===== src/rtl/fifo_port_pkg.sv =====
package fifo_port_pkg;
  localparam int LANES      = 4;
  localparam int BYTE_W     = 8;
  localparam int WORD_W     = 2 * BYTE_W;
  localparam int LANE_IDX_W = $clog2(LANES);
  localparam int CNT_W      = $clog2(LANES + 1);

  typedef struct packed {
    logic                  push16;    // shift up two lanes, load word
    logic                  push8;     // shift up one lane, load byte
    logic                  drop16;    // shift down two lanes, zero fill
    logic                  load;      // write rxByte into loadLane
    logic [LANE_IDX_W-1:0] loadLane;
    logic [LANE_IDX_W-1:0] popLane;
  } dpStrobe_t;
endpackage


===== src/rtl/fifo_port_datapath.sv =====
module fifo_port_datapath
  import fifo_port_pkg::*;
(
  input  logic              clk,
  input  logic              rstN,
  input  dpStrobe_t         strobe,
  input  logic              bigEndian,
  input  logic [WORD_W-1:0] wrData,
  input  logic [BYTE_W-1:0] rxByte,
  output logic [WORD_W-1:0] rdData,
  output logic [BYTE_W-1:0] txByte
);
  logic [BYTE_W-1:0] lane [LANES];
  logic [BYTE_W-1:0] hiIn, loIn;

  assign hiIn = bigEndian ? wrData[WORD_W-1:BYTE_W] : wrData[BYTE_W-1:0];
  assign loIn = bigEndian ? wrData[BYTE_W-1:0]      : wrData[WORD_W-1:BYTE_W];

  for (genvar i = 0; i < LANES; i++) begin : gLane
    logic [BYTE_W-1:0] upTwo, upOne, downTwo;
    if (i >= 2) begin : gUp2
      assign upTwo = lane[i-2];
    end else if (i == 1) begin : gHi
      assign upTwo = hiIn;
    end else begin : gLo
      assign upTwo = loIn;
    end
    if (i >= 1) begin : gUp1
      assign upOne = lane[i-1];
    end else begin : gIn1
      assign upOne = wrData[BYTE_W-1:0];
    end
    if (i + 2 < LANES) begin : gDn2
      assign downTwo = lane[i+2];
    end else begin : gZero
      assign downTwo = '0;
    end

    always_ff @(posedge clk) begin
      if (!rstN)                                    lane[i] <= '0;
      else if (strobe.push16)                       lane[i] <= upTwo;
      else if (strobe.push8)                        lane[i] <= upOne;
      else if (strobe.drop16)                       lane[i] <= downTwo;
      else if (strobe.load && strobe.loadLane == i) lane[i] <= rxByte;
    end

    if (i >= 2) begin : gChkUp
      assert_wide_shift_R2: assert property (@(posedge clk) disable iff (!rstN)
        strobe.push16 |=> lane[i] == $past(lane[i-2]));
    end
    if (i + 2 < LANES) begin : gChkDn
      assert_read_shift_R9: assert property (@(posedge clk) disable iff (!rstN)
        strobe.drop16 |=> lane[i] == $past(lane[i+2]));
    end
  end

  assign rdData = bigEndian ? {lane[0], lane[1]} : {lane[1], lane[0]};
  assign txByte = lane[strobe.popLane];
endmodule


===== src/rtl/fifo_port_ctrl.sv =====
module fifo_port_ctrl
  import fifo_port_pkg::*;
(
  input  logic             clk,
  input  logic             rstN,
  input  logic             modeMaster,
  input  logic             modeTransmit,
  input  logic             wrEn,
  input  logic             wrByte,
  input  logic             rdEn,
  input  logic             txPop,
  input  logic             rxPush,
  output dpStrobe_t        strobe,
  output logic [CNT_W-1:0] txCount,
  output logic [CNT_W-1:0] rxCount,
  output logic             txReady,
  output logic             rxReady,
  output logic             txUnderflow,
  output logic             rxOverrun,
  output logic             singleByte,
  output logic             accessDone
);
  localparam logic [CNT_W-1:0] ONE  = CNT_W'(1);
  localparam logic [CNT_W-1:0] TWO  = CNT_W'(2);
  localparam logic [CNT_W-1:0] FULL = CNT_W'(LANES);

  logic             doWr, doRd, doPop, doPush, wrOk;
  logic [CNT_W-1:0] txAfterWr, rxAfterRd;

  // fixed priority: write, read, pull, push
  assign doWr   = wrEn;
  assign doRd   = rdEn && !wrEn;
  assign doPop  = txPop && !wrEn && !rdEn;
  assign doPush = rxPush && !wrEn && !rdEn && !txPop;

  assign wrOk      = doWr && (txCount <= TWO);
  assign txAfterWr = txCount + (wrByte ? ONE : TWO);
  assign rxAfterRd = (rxCount > ONE) ? rxCount - TWO : '0;

  always_comb begin
    strobe          = '0;
    strobe.push16   = wrOk && !wrByte;
    strobe.push8    = wrOk && wrByte;
    strobe.drop16   = doRd && (rxCount > TWO);
    strobe.load     = doPush && (rxCount < FULL);
    strobe.loadLane = rxCount[LANE_IDX_W-1:0];
    strobe.popLane  = txCount[LANE_IDX_W-1:0] - 1'b1;
  end

  always_ff @(posedge clk) begin
    if (!rstN) begin
      txCount     <= '0;
      rxCount     <= '0;
      txReady     <= 1'b0;
      rxReady     <= 1'b0;
      txUnderflow <= 1'b0;
      rxOverrun   <= 1'b0;
      singleByte  <= 1'b0;
      accessDone  <= 1'b0;
    end else begin
      accessDone <= 1'b0;
      if (wrOk) begin
        txCount     <= txAfterWr;
        txUnderflow <= 1'b0;
        if (txAfterWr > TWO) txReady <= 1'b0;
      end else if (doRd) begin
        rxOverrun <= 1'b0;
        rxCount   <= rxAfterRd;
        if (rxCount == ONE) singleByte <= 1'b1;
        if (rxAfterRd == '0) begin
          rxReady <= 1'b0;
          if (modeMaster && !modeTransmit) accessDone <= 1'b1;
        end
      end else if (doPop) begin
        if (txCount != '0) begin
          txCount <= txCount - ONE;
          if (txCount - ONE <= TWO) txReady <= 1'b1;
        end else begin
          txUnderflow <= 1'b1;
        end
      end else if (doPush) begin
        if (rxCount < FULL) begin
          rxCount    <= rxCount + ONE;
          rxReady    <= 1'b1;
          singleByte <= 1'b0;
        end else begin
          rxOverrun <= 1'b1;
        end
      end
    end
  end

  assert_refuse_full_R4: assert property (@(posedge clk) disable iff (!rstN)
    (wrEn && txCount > TWO) |=> (txCount == $past(txCount)));
  assert_udf_clear_R5: assert property (@(posedge clk) disable iff (!rstN)
    (wrEn && txCount <= TWO) |=> !txUnderflow);
  assert_single_read_R8: assert property (@(posedge clk) disable iff (!rstN)
    (rdEn && !wrEn && rxCount == ONE) |=> (singleByte && rxCount == '0));
  assert_ovr_clear_R10: assert property (@(posedge clk) disable iff (!rstN)
    (rdEn && !wrEn) |=> !rxOverrun);
  assert_bounds_R11: assert property (@(posedge clk) disable iff (!rstN)
    (txCount <= FULL) && (rxCount <= FULL));
  assert_write_wins_R13: assert property (@(posedge clk) disable iff (!rstN)
    wrEn |=> (rxCount == $past(rxCount)));
endmodule


===== src/rtl/fifo_port.sv =====
module fifo_port
  import fifo_port_pkg::*;
(
  input  logic              clk,
  input  logic              rstN,
  input  logic              bigEndian,
  input  logic              modeMaster,
  input  logic              modeTransmit,
  input  logic              wrEn,
  input  logic              wrByte,
  input  logic [WORD_W-1:0] wrData,
  input  logic              rdEn,
  output logic [WORD_W-1:0] rdData,
  input  logic              txPop,
  output logic [BYTE_W-1:0] txByte,
  output logic [CNT_W-1:0]  txCount,
  input  logic              rxPush,
  input  logic [BYTE_W-1:0] rxByte,
  output logic [CNT_W-1:0]  rxCount,
  output logic              txReady,
  output logic              rxReady,
  output logic              txUnderflow,
  output logic              rxOverrun,
  output logic              singleByte,
  output logic              accessDone
);
  dpStrobe_t strobe;

  fifo_port_ctrl uCtrl (
    .clk(clk), .rstN(rstN), .modeMaster(modeMaster), .modeTransmit(modeTransmit),
    .wrEn(wrEn), .wrByte(wrByte), .rdEn(rdEn), .txPop(txPop), .rxPush(rxPush),
    .strobe(strobe), .txCount(txCount), .rxCount(rxCount), .txReady(txReady),
    .rxReady(rxReady), .txUnderflow(txUnderflow), .rxOverrun(rxOverrun),
    .singleByte(singleByte), .accessDone(accessDone)
  );

  fifo_port_datapath uData (
    .clk(clk), .rstN(rstN), .strobe(strobe), .bigEndian(bigEndian),
    .wrData(wrData), .rxByte(rxByte), .rdData(rdData), .txByte(txByte)
  );
endmodule


===== config.mk =====
export PLATFORM = sky130hd
export DESIGN_NAME = fifo_port
export DESIGN_NICKNAME = d
export VERILOG_FILES = /design/src/rtl/fifo_port_pkg.sv /design/src/rtl/fifo_port_datapath.sv /design/src/rtl/fifo_port_ctrl.sv /design/src/rtl/fifo_port.sv
export SDC_FILE = /design/constraint.sdc
export NUM_CORES = 1
export LEC_CHECK = 0
export ABC_AREA = 1
export BUFFER_PORTS_ARGS = -buffer_cell sky130_fd_sc_hd__buf_2
export CAP_MARGIN = 20
export CORE_MARGIN = 2
export CORE_UTILIZATION = 35
export CTS_BUF_LIST = sky130_fd_sc_hd__clkbuf_4 sky130_fd_sc_hd__clkbuf_8
export DETAILED_ROUTE_END_ITERATION = 6
export PLACE_DENSITY = 0.61
export SETUP_SLACK_MARGIN = 0.15
export SYNTH_ARGS = -nofsm -noshare
export SYNTH_HDL_FRONTEND = slang
export SYNTH_SLANG_ARGS = --single-unit

===== constraint.sdc =====
create_clock -name clk -period 2.7 [get_ports clk]
set_clock_uncertainty 0.05 [all_clocks]
set_input_delay 0.27 -clock clk [delete_from_list [all_inputs] [get_ports clk]]
set_output_delay 0.27 -clock clk [all_outputs]
set_load 0.005 [all_outputs]

# After elaboration in Yosys (flattened, before gate mapping)
# Memories as Yosys holds them, arrays and structs flattened.
# Index checks and enable logic that the tools add are counted.
# word_totals
mem_bits_rw,32
register_bits,12
mem_count,1
output_inout_bits,36
wordCells,176
inputBits,34
# classes
eq_ne,10
bitwise_logic,21
reduce_logical,38
muxes,87
addsub,5
n_lt_le_gt_ge,6
# memory_table
memory,words,width,read_ports,rd_ports_with_merged_regs,write_ports,line,source
uData.lane,4,8,5,0,4,fifo_port_datapath.sv:13,logic [BYTE_W-1:0] lane [LANES];
# op_table
cell,n
8-bit 2-to-1 mux,18
1-bit 2-to-1 mux,58
3-bit 2-to-1 mux,9
1-bit logical AND,16
16-bit 2-to-1 mux,1
1-bit bitwise OR,16
5-bit AND reduction,3
2-bit nonzero test,5
"2-bit != test, second input constant",4
4-bit AND reduction,2
"3-bit by 2-bit > comparator with 1-bit output, second input constant",2
"3-bit by 2-bit <= comparator with 1-bit output, second input constant",2
3-bit AND reduction,2
1-bit logical NOT,5
1-bit NOT,5
"2-bit equality test, second input constant",2
"2-bit by 1-bit != test with 1-bit output, second input constant",2
4-bit OR reduction,1
"3-bit by 1-bit adder with 3-bit output, second input constant",1
3-bit adder,1
"3-bit by 1-bit equality test with 1-bit output, second input constant",1
"3-bit by 1-bit > comparator with 1-bit output, second input constant",1
3-bit logical NOT,1
"3-bit < comparator, second input constant",1
8 further kinds,8

# Longest topological paths before layout
# Gate-level depths: netlist of the first run.
# logic_depth
word_depth,13
depth_mapped,14
ltp_nobuf,11

# Hierarchy
# From an unflattened synthesis of the first run, not the netlist that was laid out.
# unflattened
hier_cells,510
area_unflattened_um2,3508.4
# modules_own_cells
mod,cells_per_inst,instances,seq_area_each_um2,area_each_um2
fifo_port_datapath,384,1,960.9,2646.3
fifo_port_ctrl,126,1,240.2,862.1

# Least setup slack after synthesis of the first run
# No wires, ideal clock.
# synth_path
kind,register to register
startpoint,register uCtrl.txCount[0]
endpoint,memory uData.lane[0][0] (enable)
slack_ps,203
path_buffers,3
setup_ps,356
period_less_slack_ps,2497
path_stages_with_launch,12
required_ps,2294
arrival_time_ps,2091
cell_sequence,dfxtp_1 -> clkbuf_1 -> inv_1 -> buf_1 -> ha_1 -> inv_1 -> nand2_1 -> nand2_4 -> buf_6 -> nand2_1 -> nor2_1 -> o21ai_0
# synth_lines
element,line,source
"start, declared",fifo_port_ctrl.sv:14,"output logic [CNT_W-1:0] txCount,"
"start signal, assigned",fifo_port_ctrl.sv:63,txCount <= txAfterWr;
"start signal, assigned",fifo_port_ctrl.sv:76,txCount <= txCount - ONE;
"end, declared",fifo_port_datapath.sv:13,

# Worst setup path after layout of the first run
# layout_path
startpoint,register uCtrl.txCount[0]
endpoint,output txByte[1]
# layout_between
elab_chain_len,2
# layout_rtl
element,line,source
2-bit by 1-bit subtractor with 2-bit output,fifo_port_ctrl.sv:47,strobe.popLane = txCount[LANE_IDX_W-1:0] - 1'b1;
memory 4 x 8 bit,--,
"end, declared",fifo_port.sv:15,"output logic [BYTE_W-1:0] txByte,"
# No other way between the ends.

==> results, run 1 <==
- The flow ran to the end, and the final reports show no timing, DRC or antenna violations.
- Before CTS, the worst setup slack after placement is 0.214 ns.
- The number of failing hold endpoints at the final stage is 0.
- The core box area is 9280 µm².
- Yosys mapped the design onto 30 distinct sky130hd cell types.
- After synthesis the netlist holds a flip-flop and latch count of 44.
- The endpoint of the worst setup timing path is txByte[1].
- The worst path in the final design needs a cycle of about 2.4 ns, including I/O delays and setup.
- The number of antenna violations at the first check in global routing is 0.
- Of all flip-flops after synthesis, the portion carrying an async set or reset was 0%.
- The clock drives 44 sinks.
- At the pin with the least slew margin, the transition time is 0.860 ns.
- The critical path start-end classification is reg -> out.
- Data on the critical path arrives at its endpoint at 2.03 ns.
- The number of placement rows is 35.
- Net switching is approximately 40% of the power.
- The synthesis-to-finish area growth is 18.0%.
- The remaining global-route overflow is 0.
- The maximum resistive drop on vdd is 0.236 mV.
- The clock latency on the worst-skew pair is 0.31 ns.
- The count of buffers inserted at the top-level ports is 69.
- The global-route met1 utilization is 26.1%.
- The worst setup path is launched from a register.
- For this run, design rule violations remaining after detail routing come to 0.
- 70 I/O pins were placed.
- Summed over all nets, the switching power comes to 946 µW.
- Along the worst path, the maximum fanout reaches 18.
- Global routing consumed, on the met2 layer, 32.9% of the routing resources.
- The Yosys warning count is 0.
- The mean instance size in the synthesized netlist is 7.04 µm².
- The H-tree was split into 2 levels.
- After detailed routing, the number of vias per cell comes to 5.19.
- The total cell area at the placement stage is 3850 µm².
- The power density over the cells is 608 nW/µm².
- In the final layout, the share of cells above drive strength 1 is 21.3%.
- The setup-violating endpoint count in the final report is 0.
- The headroom to the max-slew limit is 42.7%.
- The total via count after detailed routing is 3491.
- For this run, the detailed router's first-pass iteration total came to 5.
- The post-route fraction of the period consumed by the critical path is 87.0%.
- The depth of the worst register-to-register path is 9.
- The startpoint identified for the worst register-to-register timing path is uCtrl.txCount[1].
- The number of instances in the synthesized netlist is 478.
- The largest net degree at the start of global routing is 65.
- For this design, the CTS-stage hold fixing added 0 buffers.
- The overall die width is 102 µm.
- The internal portion of the total power is 1.47 mW.
- Once the clock tree was built, the resizer swapped 0 gates to a different size.
- The die footprint is roughly 10000 µm².
- In the post-route analysis, the smallest setup slack over all paths is 0.350 ns.
- Per report_power, the sequential group accounts for between 30% and 40% of the total.
- The number of nets handed over by synthesis was 524.
- The number of nets in the finished design is around 590.
- In this run the clock root is driven by a clkbuf_8.
- The highest-utilization routing layer at the global route stage is met2.
- The finished cells cover 3970 µm².
- The area of the mapped netlist is 3370 µm².
- The iteration-0 DRC count of the detailed router is 213.
- The number of inserted diodes is 0.
- The number of buffers added for setup after CTS is 0.
- The number of global-route vias before repair came to about 3200.
- Global routing used 19.7% of the available tracks.
- The endpoint of the worst-slack reg-to-reg timing path is uData.lane[0][4].
- The CTS tree is built.
- The origin of the worst setup path is uCtrl.txCount[0].
- The kind of end point of the critical path is an output pin.
- The most used flip-flop cell after synthesis is edfxtp_1.
- TritonCTS created 5 clock buffers.
- The worst-case clock buffer depth is 2.
- The sequential area share after synthesis is 35.7%.
- For this run, global-route usage on met3 was measured as 4.17%.
- After legalization and detailed placement, the total HPWL measured 7.23 mm.
- The count of flip-flops with a built-in enable after synthesis is 32.
- The detail-routed net length per standard cell is 15.2 µm.
- The class of the most critical hold timing path is in -> reg.
- The sum of routed wire length over all layers is 10.2 mm.
- Static timing analysis puts the maximum clock frequency at 426 MHz.
- The first-pass GRT wire length is 15.8 mm.
- The count of final max-slew check failures came to 0.
- In this run the static leakage power is 1.86 nW.
- The endpoint required time on the critical path is 2.38 ns.
- Across all register-to-register paths, the minimum setup slack is roughly 0.42 ns.
- Routability-driven placement finished with a final weighted congestion of 0.861.
- The initial core utilization is 36.3%.
- The remaining antenna violation count is 0.
- The die span in y is 102 µm.
- Setup repair after global routing left no endpoint under its margin.
- The total negative slack is 0 ns.
- The power share of the combinational group is 38.4%.
- The max-capacitance violation count is 0.
- Clock-pin slew was measured on the worst setup and hold paths at 0.09 ns.
- Per report_power, the clock group accounts for 22.3% of the total.
## layout by cell type (no fill, tap or decap), drive strengths merged, types with 2 or more instances in the layout
| cell | instances |
|---|---|
| a21oi | 5 |
| buf | 82 |
| clkbuf | 5 |
| clkinv | 2 |
| dfxtp | 12 |
| edfxtp | 32 |
| ha | 11 |
| inv | 52 |
| nand2 | 126 |
| nand3 | 60 |
| nand4 | 9 |
| nor2 | 56 |
| nor3 | 3 |
| o211ai | 18 |
| o21ai | 57 |
| o22ai | 9 |
## cells in the mapped netlist (7+ instances only)
cell / number / area (µm²)
clkbuf_1: 14 / 52.6
dfxtp_1: 12 / 240
edfxtp_1: 32 / 961
ha_1: 11 / 138
inv_1: 49 / 184
nand2_1: 118 / 443
nand2_2: 7 / 43.8
nand3_1: 59 / 295
nand4_1: 9 / 56.3
nor2_1: 51 / 191
o211ai_1: 10 / 75.1
o211ai_2: 8 / 100
o21ai_0: 57 / 285
o22ai_1: 9 / 56.3
## final cells by class
class | instances | area [µm²]
Clock inverter | 3 | 47.5
Sequential cell | 44 | 1200
Fill cell | 979 | 5310
Inverter | 52 | 195
Clock buffer | 5 | 68.8
Multi-Input combinational cell | 358 | 1860
Timing Repair Buffer | 82 | 443
Tap cell | 129 | 161
## registers in the layout, summed over array words and instances, names as in the netlist
signal	count
uData.lane	32
uCtrl.rxCount	3
uCtrl.txCount	3
uCtrl.accessDone	1
uCtrl.rxOverrun	1
uCtrl.rxReady	1
uCtrl.singleByte	1
uCtrl.txReady	1
uCtrl.txUnderflow	1
## worst max-delay path, stage by stage, from the launching register on
cell	delay (ns)
dfxtp_1	0.33
inv_1	0.05
buf_4	0.20
ha_1	0.32
inv_1	0.30
o21ai_0	0.15
o22ai_1	0.21
buf_2	0.16
## layer usage
metal	up-vias	wire (µm)
met3	18	857
met2	143	4730
met1	1594	4480
met5	-	0
li1	1736	-
met4	0	148
## metrics by stage
step,cells,utilization (%),total power [mW],hold WS (ns)
final,673,42.8,2.42,0.142
after global routing,673,42.8,2.57,0.169
after CTS,673,42.7,2.42,0.136
after detailed placement,665,41.5,1.89,0.388
after global placement,665,41.5,1.88,0.386
after floorplan,478,-,1.51,0.351
## power by group through the flow
| stage | clock network (mW) | registers (mW) | logic (mW) |
|---|---|---|---|
| floorplan | 0 | 0.943 | 0.567 |
| global placement | 0 | 0.961 | 0.918 |
| detailed placement | 0 | 0.963 | 0.927 |
| CTS | 0.542 | 0.948 | 0.931 |
| global route | 0.561 | 0.965 | 1.05 |
| finish | 0.539 | 0.951 | 0.927 |
## kinds of logic after synthesis
logic type,count (synthesis),share of synthesized area (%)
AND/OR/NAND/NOR,254,33.5
AO/OA/AOI/OAI,91,16.5
buffers and inverters,76,9.33
flip-flops,44,35.7
adder cells (fa/ha/maj),12,4.68
XOR/XNOR,1,0.260
## worst min path at each step
stage / slack, ns / startpoint / cells past startpoint / endpoint
after floorplan: 0.35 / modeMaster / 2 / uCtrl.accessDone
after global placement: 0.39 / uCtrl.rxReady / 2 / uCtrl.rxReady
after detailed placement: 0.39 / uCtrl.rxReady / 2 / uCtrl.rxReady
after CTS: 0.14 / modeTransmit / 4 / uCtrl.accessDone
after global routing: 0.17 / modeMaster / 3 / uCtrl.accessDone
final: 0.14 / modeTransmit / 4 / uCtrl.accessDone
No activity file was read; power rests on OpenSTA's default activity.
==> run 2, diff against run 1 <==
- SETUP_SLACK_MARGIN: 0.15 -> 0.4
- SYNTH_HIERARCHICAL: unset -> 1
==> run 2 against run 1 <==
Net effect:
- the flow now finishes with violations (DRC)
- clock-buffer cell count unchanged
- global-route usage increased by 0.12 points
- critical path depth increased by 2
- routed wire length increased by 9.7%
- clock power decreased by 1%
- critical path type unchanged
- sequential power increased by 3.2%
- largest power group is now combinational cells
- hold slack about the same
- sequential share of layout area decreased by 1.6 points
- flip-flop and latch count unchanged
- synthesized cell count increased by 6.7%
- non-clock buffer count increased by 1
==> results, run 2 <==
- The flow ran to the end, but the final reports show violations.
- The checks that failed: DRC.
- The endpoint identified for the worst register-to-register timing path is uData/lane[1][6].
- After legalization and detailed placement, the total HPWL measured 8.01 mm.
- The setup slack of the worst register-to-register path is 0.57 ns.
- uData/lane holds more flip-flops than any other register.
- The length of the first detailed-routing pass in iterations is 7.
- The minimum period implied by the final worst setup slack is 2.26 ns.
- The max-capacitance violation count is 0.
- The count of buffers inserted at the top-level ports is 69.
- Once the floorplan was initialized, standard cells occupied 35.9% of the core.
- The count of placed standard cells in the final layout, fillers left out is 715.
- The number of inserted diodes is 0.
- The most instantiated library cell after synthesis is nand2_1.
- The maximum resistive drop on vdd is 0.424 mV.
- The total via count after detailed routing is 3769.
- On the final layout, the worst hold slack is roughly 0.14 ns.
- The post-cts hold buffer count is 0.
- The synthesized netlist devotes 18.5% of its cell area to compound gates.
- The number of placement rows is 36.
- The detail-routed net length per standard cell is 15.7 µm.
- The dominant combinational cell family by area after synthesis is simple AND/OR/NAND/NOR gates.
- The register with the most flip-flops in the layout has 32 of them.
- In this run the worst setup path begins at uCtrl/txCount[0].
- In this run the mean area of a mapped cell was between 6 and 7 µm².
- Yosys attributes the largest share of cell area to edfxtp_1, nand2_1, o21ai_0, inv_1, dfxtp_1.
- The utilization after layout is 43.3%.
- The number of nets produced by synthesis is 554.
- The tree is rooted in a clkbuf_8.
- The worst pin sits at a relative slew slack of a little over two fifths.
- The number of nets in the finished design is 625.
- The parity-gate share of the synthesized area counting xor and xnor cells is 0%.
- Including well taps, the total number of placed cells is 696.
- Along the worst path, the maximum fanout reaches 7.
- In the layout the commonest cells are nand2_1, buf_2, inv_1.
- The flip-flop and latch count after synthesis is 44.
- The remaining antenna violation count is 0.
- The class of the most critical hold timing path is in -> reg.
- Of the cells placed in the final design, the portion with a size suffix greater than 1 is 24.6%.
- The share of the Yosys chip area taken by registers is 34.2%.
- The share of flip-flops with an asynchronous set or reset is 0%.
- In the synthesized netlist, mux cells make up 0% of the area.
- Relative to the synthesized area, the layout overhead comes to 20.8%.
- Dividing total power by cell area gives a power density of 651 nW/µm².
- The endpoint of the worst setup timing path is txByte[0].
- In the final layout, the registers with the most flip-flops are uData/lane: 32 flops, uCtrl/rxCount: 3 flops, uCtrl/txCount: 3 flops.
- TritonCTS built the clock tree.
- At the pin with the least slew margin, the transition time is 0.844 ns.
- Adding up every negative setup slack in the final design gives 0 ns.
- The critical path data arrival time is 1.94 ns.
- After floorplanning, the core was sized to cover 9770 µm².
- The number of antenna violations at the first check in global routing is 0.
- In this run, CTS created clock tree buffers numbering 5.
- The final layout contains routed wiring with a total length of 11.2 mm.
- The critical path start-end classification is reg -> out.
- Setup repair after global routing could not meet its margin everywhere.
- Synthesis instantiated 35 different standard cells from the library.
- Counting every instance in the synthesized netlist gives 510.
- The library cell used most frequently in the layout, excluding fill and tap cells, is nand2_1.
- The kind of end point of the critical path is an output pin.
- Using the TritonRoute via totals, the vias-per-cell ratio works out to about 5.3.
- The most used flip-flop cell after synthesis is edfxtp_1.
- Yosys mapped a number of flops with a built-in enable equal to 32.
- In this run the static leakage power is 1.93 nW.
- After clock tree synthesis, the clock-pin slew on the worst setup and hold paths is 0.09 ns.
- Summing internal, switching and leakage power gives between 2 and 3 mW.
- Summing the areas of all and, or, nand and nor instances in the mapped netlist gives 31.4% of the synthesized area.
- The Yosys warning count is 6.
- The fmax is 443 MHz.
- Setup violations remaining at the end of the flow were counted as 0.
- The worst hold path begins at modeMaster.
- After synthesis, the most frequently instantiated cells are nand2_1, inv_1, o21ai_0.
- The share of synthesized cell area in full adder, half adder and majority cells is under 10%.
- The largest net degree at the start of global routing is 65.
- Global routing used 19.8% of the available tracks across all layers.
- The number of failing hold endpoints at the final stage is 0.
- The die span in y is about 100 µm.
- The number of global-route vias before repair is about 3600.
- The critical register-to-register path startpoint is uCtrl/rxCount[2].
- The routability-driven placement congestion ratio is 0.949.
- The final critical path takes up 83.5% of the cycle.
- No sink is reached through more buffers than the 2 on the longest clock path.
- The count of H-tree levels built during CTS is 2.
- The die is about 100 µm wide.
- The launching element type of the critical path is a register.
- The die covers 10800 µm².
- The number of sinks handled by clock tree synthesis is 44.
- The area share of the leading cell type in the synthesized netlist is 27.4%.
- The clock reaches the later pin of the worst-skew pair after around 0.31 ns.
- The depth of the worst register-to-register path is 9.
- The first-pass GRT wire length is 17.6 mm.
- The iteration-0 DRC count of the detailed router is 314.
- After detailed routing, the number of remaining DRC violations is 1.
- The count of final max-slew check failures is 0.
- At the worst endpoint, the required time is 2.38 ns.
- In this run the count of I/O pins placed on the die edge is 70.
- The remaining global-route overflow is 0.
- After synthesis the cells add up to 3510 µm².
- The largest area contributor in the netlist is edfxtp_1.
-- run 2: cell type report --
type / instances / area [µm²]
multi-input cells: 371 / 1960
flip-flops and latches: 44 / 1210
repair buffers: 83 / 470
clock inverters: 3 / 46.3
well taps: 133 / 166
clock buffers: 5 / 68.8
inverters: 74 / 299
fillers: 1038 / 5540
repair inverters: 2 / 15.0
-- run 2: how the worst min path moves through the flow --
| stage | cells after the start | end | slack (ns) |
|---|---|---|---|
| floorplan | 2 | uCtrl/rxCount[1] | 0.34 |
| global route | 3 | uCtrl/accessDone | 0.15 |
| global placement | 2 | uCtrl/txReady | 0.38 |
| detailed placement | 2 | uCtrl/txReady | 0.39 |
| finish | 3 | uCtrl/accessDone | 0.14 |
| CTS | 3 | uCtrl/accessDone | 0.14 |
-- run 2: repair_timing --
action                                 in CTS  in global routing
setup endpoints to repair                  72                 63
gates resized for setup                    16                 22
endpoints found under the hold margin       0                  0
cloned                                      1                  2
setup buffers                               5                  3
pin swaps                                   1                  1
-- run 2: metal layers --
metal / global-route usage, % / wire [µm]
met1: 25.0 / 4670
met2: 34.0 / 5400
met3: 3.51 / 798
met4: 7.24 / 320
met5: 0 / 0
-- run 2: logic make-up after synthesis --
family,Yosys count
compound gates,118
fa+ha+maj,10
buf+inv,96
flops,44
simple gates,242
-- run 2: per-stage QoR --
step	cell area, µm²	worst slack, ns
6_report	4240	0.444
5_1_grt	4240	0.385
2_1_floorplan	3510	0.449
3_3_place_gp	3930	0.261
4_1_cts	4150	0.311
3_5_place_dp	3930	0.162
-- run 2: report_power, final --
part | internal, mW | switching, mW | leakage, nW
Sequential | 0.871 | 0.110 | 0.446
Combinational | 0.462 | 0.783 | 1.43
Clock | 0.279 | 0.252 | 0.0548
-- run 2: worst max-delay path, stage by stage (launching register included) --
cell and delay, ns:
dfxtp_4 0.36, inv_2 0.04, buf_6 0.11, ha_4 0.25, inv_6 0.08, clkinvlp_4 0.19
a21oi_2 0.17, o21ai_0 0.13, o21ai_1 0.15, buf_2 0.15
==> run 3, diff against run 2 <==
- clock period: 2.7 -> 2.29 ns (I/O delays scaled with it)
==> run 3 against run 2 <==
Net effect:
- the flow now finishes without violations
- combinational power is 56% higher
- utilization is 8.9 points higher
- sequential share of layout area is 4.8 points lower
- largest power group unchanged
- design area is 20% higher
- critical path depth stayed put
- non-clock buffer count is 42 higher
- setup slack worse by 0.16 ns
- global-route usage is 2.5 points higher
- critical path type unchanged
==> results, run 3 (synthesis results as in run 2) <==
- The flow ran to the end, and the final reports show no timing, DRC or antenna violations.
- The clock slew seen by the registers of the worst setup and hold paths is approximately 0.09 ns.
- The first global-routing pass estimated 19.4 mm of wire.
- The length of the first detailed-routing pass in iterations is 5.
- The worst setup path is captured at an output pin.
- Setup violations remaining at the end of the flow were counted as 0.
- The repair_antennas step left the layout with diodes totalling 0.
- The path with the worst hold slack has its endpoint at uCtrl/accessDone.
- The count of final max-slew check failures is 0.
- In the finished design, the share of the clock period the worst path needs comes to just under 90%.
- At the end of the flow, the number of nets in the layout was 669.
- The count of buffers inserted at the top-level ports is between 60 and 70.
- The power density over the cells is 728 nW/µm².
- 70 I/O pins were placed.
- The kind of cell with the highest combined delay along the critical path is buffers and inverters.
- In this run the most critical hold path is launched from modeTransmit.
- The core box area is 9770 µm².
- The die covers 10800 µm².
- Setup repair after global routing could not meet its margin everywhere.
- The CTS tree is built.
- Measured along the y axis, the die boundary spans 104 µm.
- Walking the worst path, the cells encountered are inv_4 > buf_8 > ha_4 > inv_6 > inv_8 > buf_4 > o21ai_2 > o21ai_2 > buf_2.
- Entering global routing, the biggest net connects 52 pins.
- The worst register-to-register path ends at uData/lane[1][4].
- The number of sinks handled by clock tree synthesis is 44.
- The layout has 964 filler cells.
- At the later pin of the worst-skew pair, clock insertion delay measures around 0.30 ns.
- The worst register-to-register path begins at uCtrl/txCount[0].
- VDD sags by at most 0.475 mV.
- The number of clock buffers inserted by TritonCTS is 5.
- The depth of the worst register-to-register path is 12.
- The design draws 3.71 mW.
- The total global routing track utilization is 22.3%.
- The cell with the largest stage delay on the worst path is dfxtp_4.
- The number of failing hold endpoints at the final stage came to 0.
- The remaining global-route overflow is 0.
- The routed layout has 4075 vias.
- From synthesis to final layout, the design area changed by 45.4%.
- For the worst setup path, the data required time is 2.01 ns.
- The register containing the most flip-flops in the final layout is uData/lane.
- The worst path needs around 2 ns of the cycle, external delays included.
- Based on the critical path, the design can be clocked at up to roughly 500 MHz.
- The ratio of cells with drive above 1 in the final layout is between 30% and 40%.
- The iteration-0 DRC count of the detailed router is 263.
- Data arrives at the worst endpoint at 1.72 ns.
- After routing, the total negative slack on setup checks comes to 0 ns.
- After floorplanning, the core was divided into 36 placement rows.
- In the final layout, the registers with the most flip-flops are uData/lane: 32 flops, uCtrl/rxCount: 3 flops, uCtrl/txCount: 3 flops.
- The overall die width is about 100 µm.
- The critical path's largest stage delay is 0.37 ns.
- The remaining antenna violation count is 0.
- The commonest non-fill, non-tap cell in the layout is nand2_1.
- The launching element type of the critical path is a register.
- The number of antenna violations at the first check in global routing was 0.
- The most numerous cell type found on the critical path is o21ai_2.
- The routed via count divided by cell count is 5.37.
- The total cell area at the placement stage is 4080 µm².
- The wire-length estimate of the detail-placed layout is about 8.4 mm.
- In this run the worst path has a maximum fanout of 5.
- The count of H-tree levels built during CTS is 2.
- Once layout is done, the placed cells without fillers occupy 5100 µm².
- The headroom to the max-slew limit is 55.2%.
- The worst hold path was traced through 4 stages.
- The setup slack of the worst register-to-register path is ~0.30 ns.
- The max-capacitance violation count is 0.
- Leaving out fill and tap cells, the most frequent cells in the layout are nand2_1, buf_2, inv_1.
- The critical path start-end classification is reg -> out.
- The number of global-route vias before repair is around 3900.
- The static power due to leakage is 2.26 nW.
- The detail-routed net length per standard cell is 16.6 µm.
- The tightest min-delay check is of the in -> reg type.
- The remaining design rule violation count is 0.
- At the pin with the least slew margin, the transition time is 0.671 ns.
- The sum of routed wire length over all layers is 12.6 mm.
- Clock tree synthesis selected as its root buffer the cell clkbuf_8.
- The number of buffers and inverters on the critical path is 6.
- The routability-driven placement congestion ratio is ~0.95.
- The initial core utilization is 35.9%.
- The register with the most flip-flops in the layout has 32 of them.
- The worst-case clock buffer depth is 2.
run 3: repair_timing:
item,in CTS,in global routing
hold buffers,0,0
hold endpoints to repair,0,0
gates cloned,4,1
pin swaps,24,30
endpoints found under the setup margin,72,73
resized for setup,61,50
buffers inserted,36,9
run 3: worst max-delay path by stage:
| stage | from | end | slack (ns) | cells past startpoint |
|---|---|---|---|---|
| floorplan | uCtrl/rxCount[2] | uData/lane[2][0] | 0.34 | 11 |
| global placement | uCtrl/txCount[1] | uData/lane[1][5] | 0.15 | 11 |
| detailed placement | uCtrl/txCount[1] | uData/lane[1][5] | 0.08 | 11 |
| CTS | uCtrl/txCount[0] | txByte[3] | 0.32 | 10 |
| global route | uCtrl/txCount[0] | txByte[7] | 0.23 | 9 |
| finish | uCtrl/txCount[0] | txByte[1] | 0.29 | 9 |
run 3: through the flow:
stage / instances / util [%] / setup WS (ns) / hold WS (ns)
after floorplan: 510 / - / 0.342 / 0.290
after global placement: 701 / 41.7 / 0.155 / 0.385
after detailed placement: 701 / 41.7 / 0.0783 / 0.390
after CTS: 749 / 49.0 / 0.319 / 0.107
after global routing: 759 / 52.2 / 0.234 / 0.116
final: 759 / 52.2 / 0.289 / 0.113
run 3: final cells by class:
type	count	area (µm²)	share of cell area [%]
timing repair inverter	1	7.51	0.147
inverter	74	310	6.08
tap	133	166	3.26
clock buffer	5	68.8	1.35
clock inverter	3	42.5	0.834
multi-input combinational	374	2320	45.5
sequential	44	1220	23.8
timing repair buffer	125	970	19.0
run 3: routing by layer:
metal  vias up  GRT usage (%)  wire, µm  share of wire (%)
li1       1930              -         -                  -
met1      1894           26.7      4880                 39
met2       212           40.5      6500                 52
met3        39           3.26       857                6.8
met4         0           7.82       369                2.9
met5         -              0         0                  0
run 3: tightest hold or removal path, cell delays in order:
cell and delay [ns]:
buf_2 0.07, inv_1 0.03, nand2_1 0.04, nor3_1 0.04
run 3: power breakdown:
group	switching, mW	internal [mW]	leakage (nW)	total (mW)
Clock	0.293	0.323	0.0541	0.616
Sequential	0.133	1.03	0.446	1.16
Combinational	1.10	0.836	1.76	1.94
Total	1.53	2.18	2.26	3.71
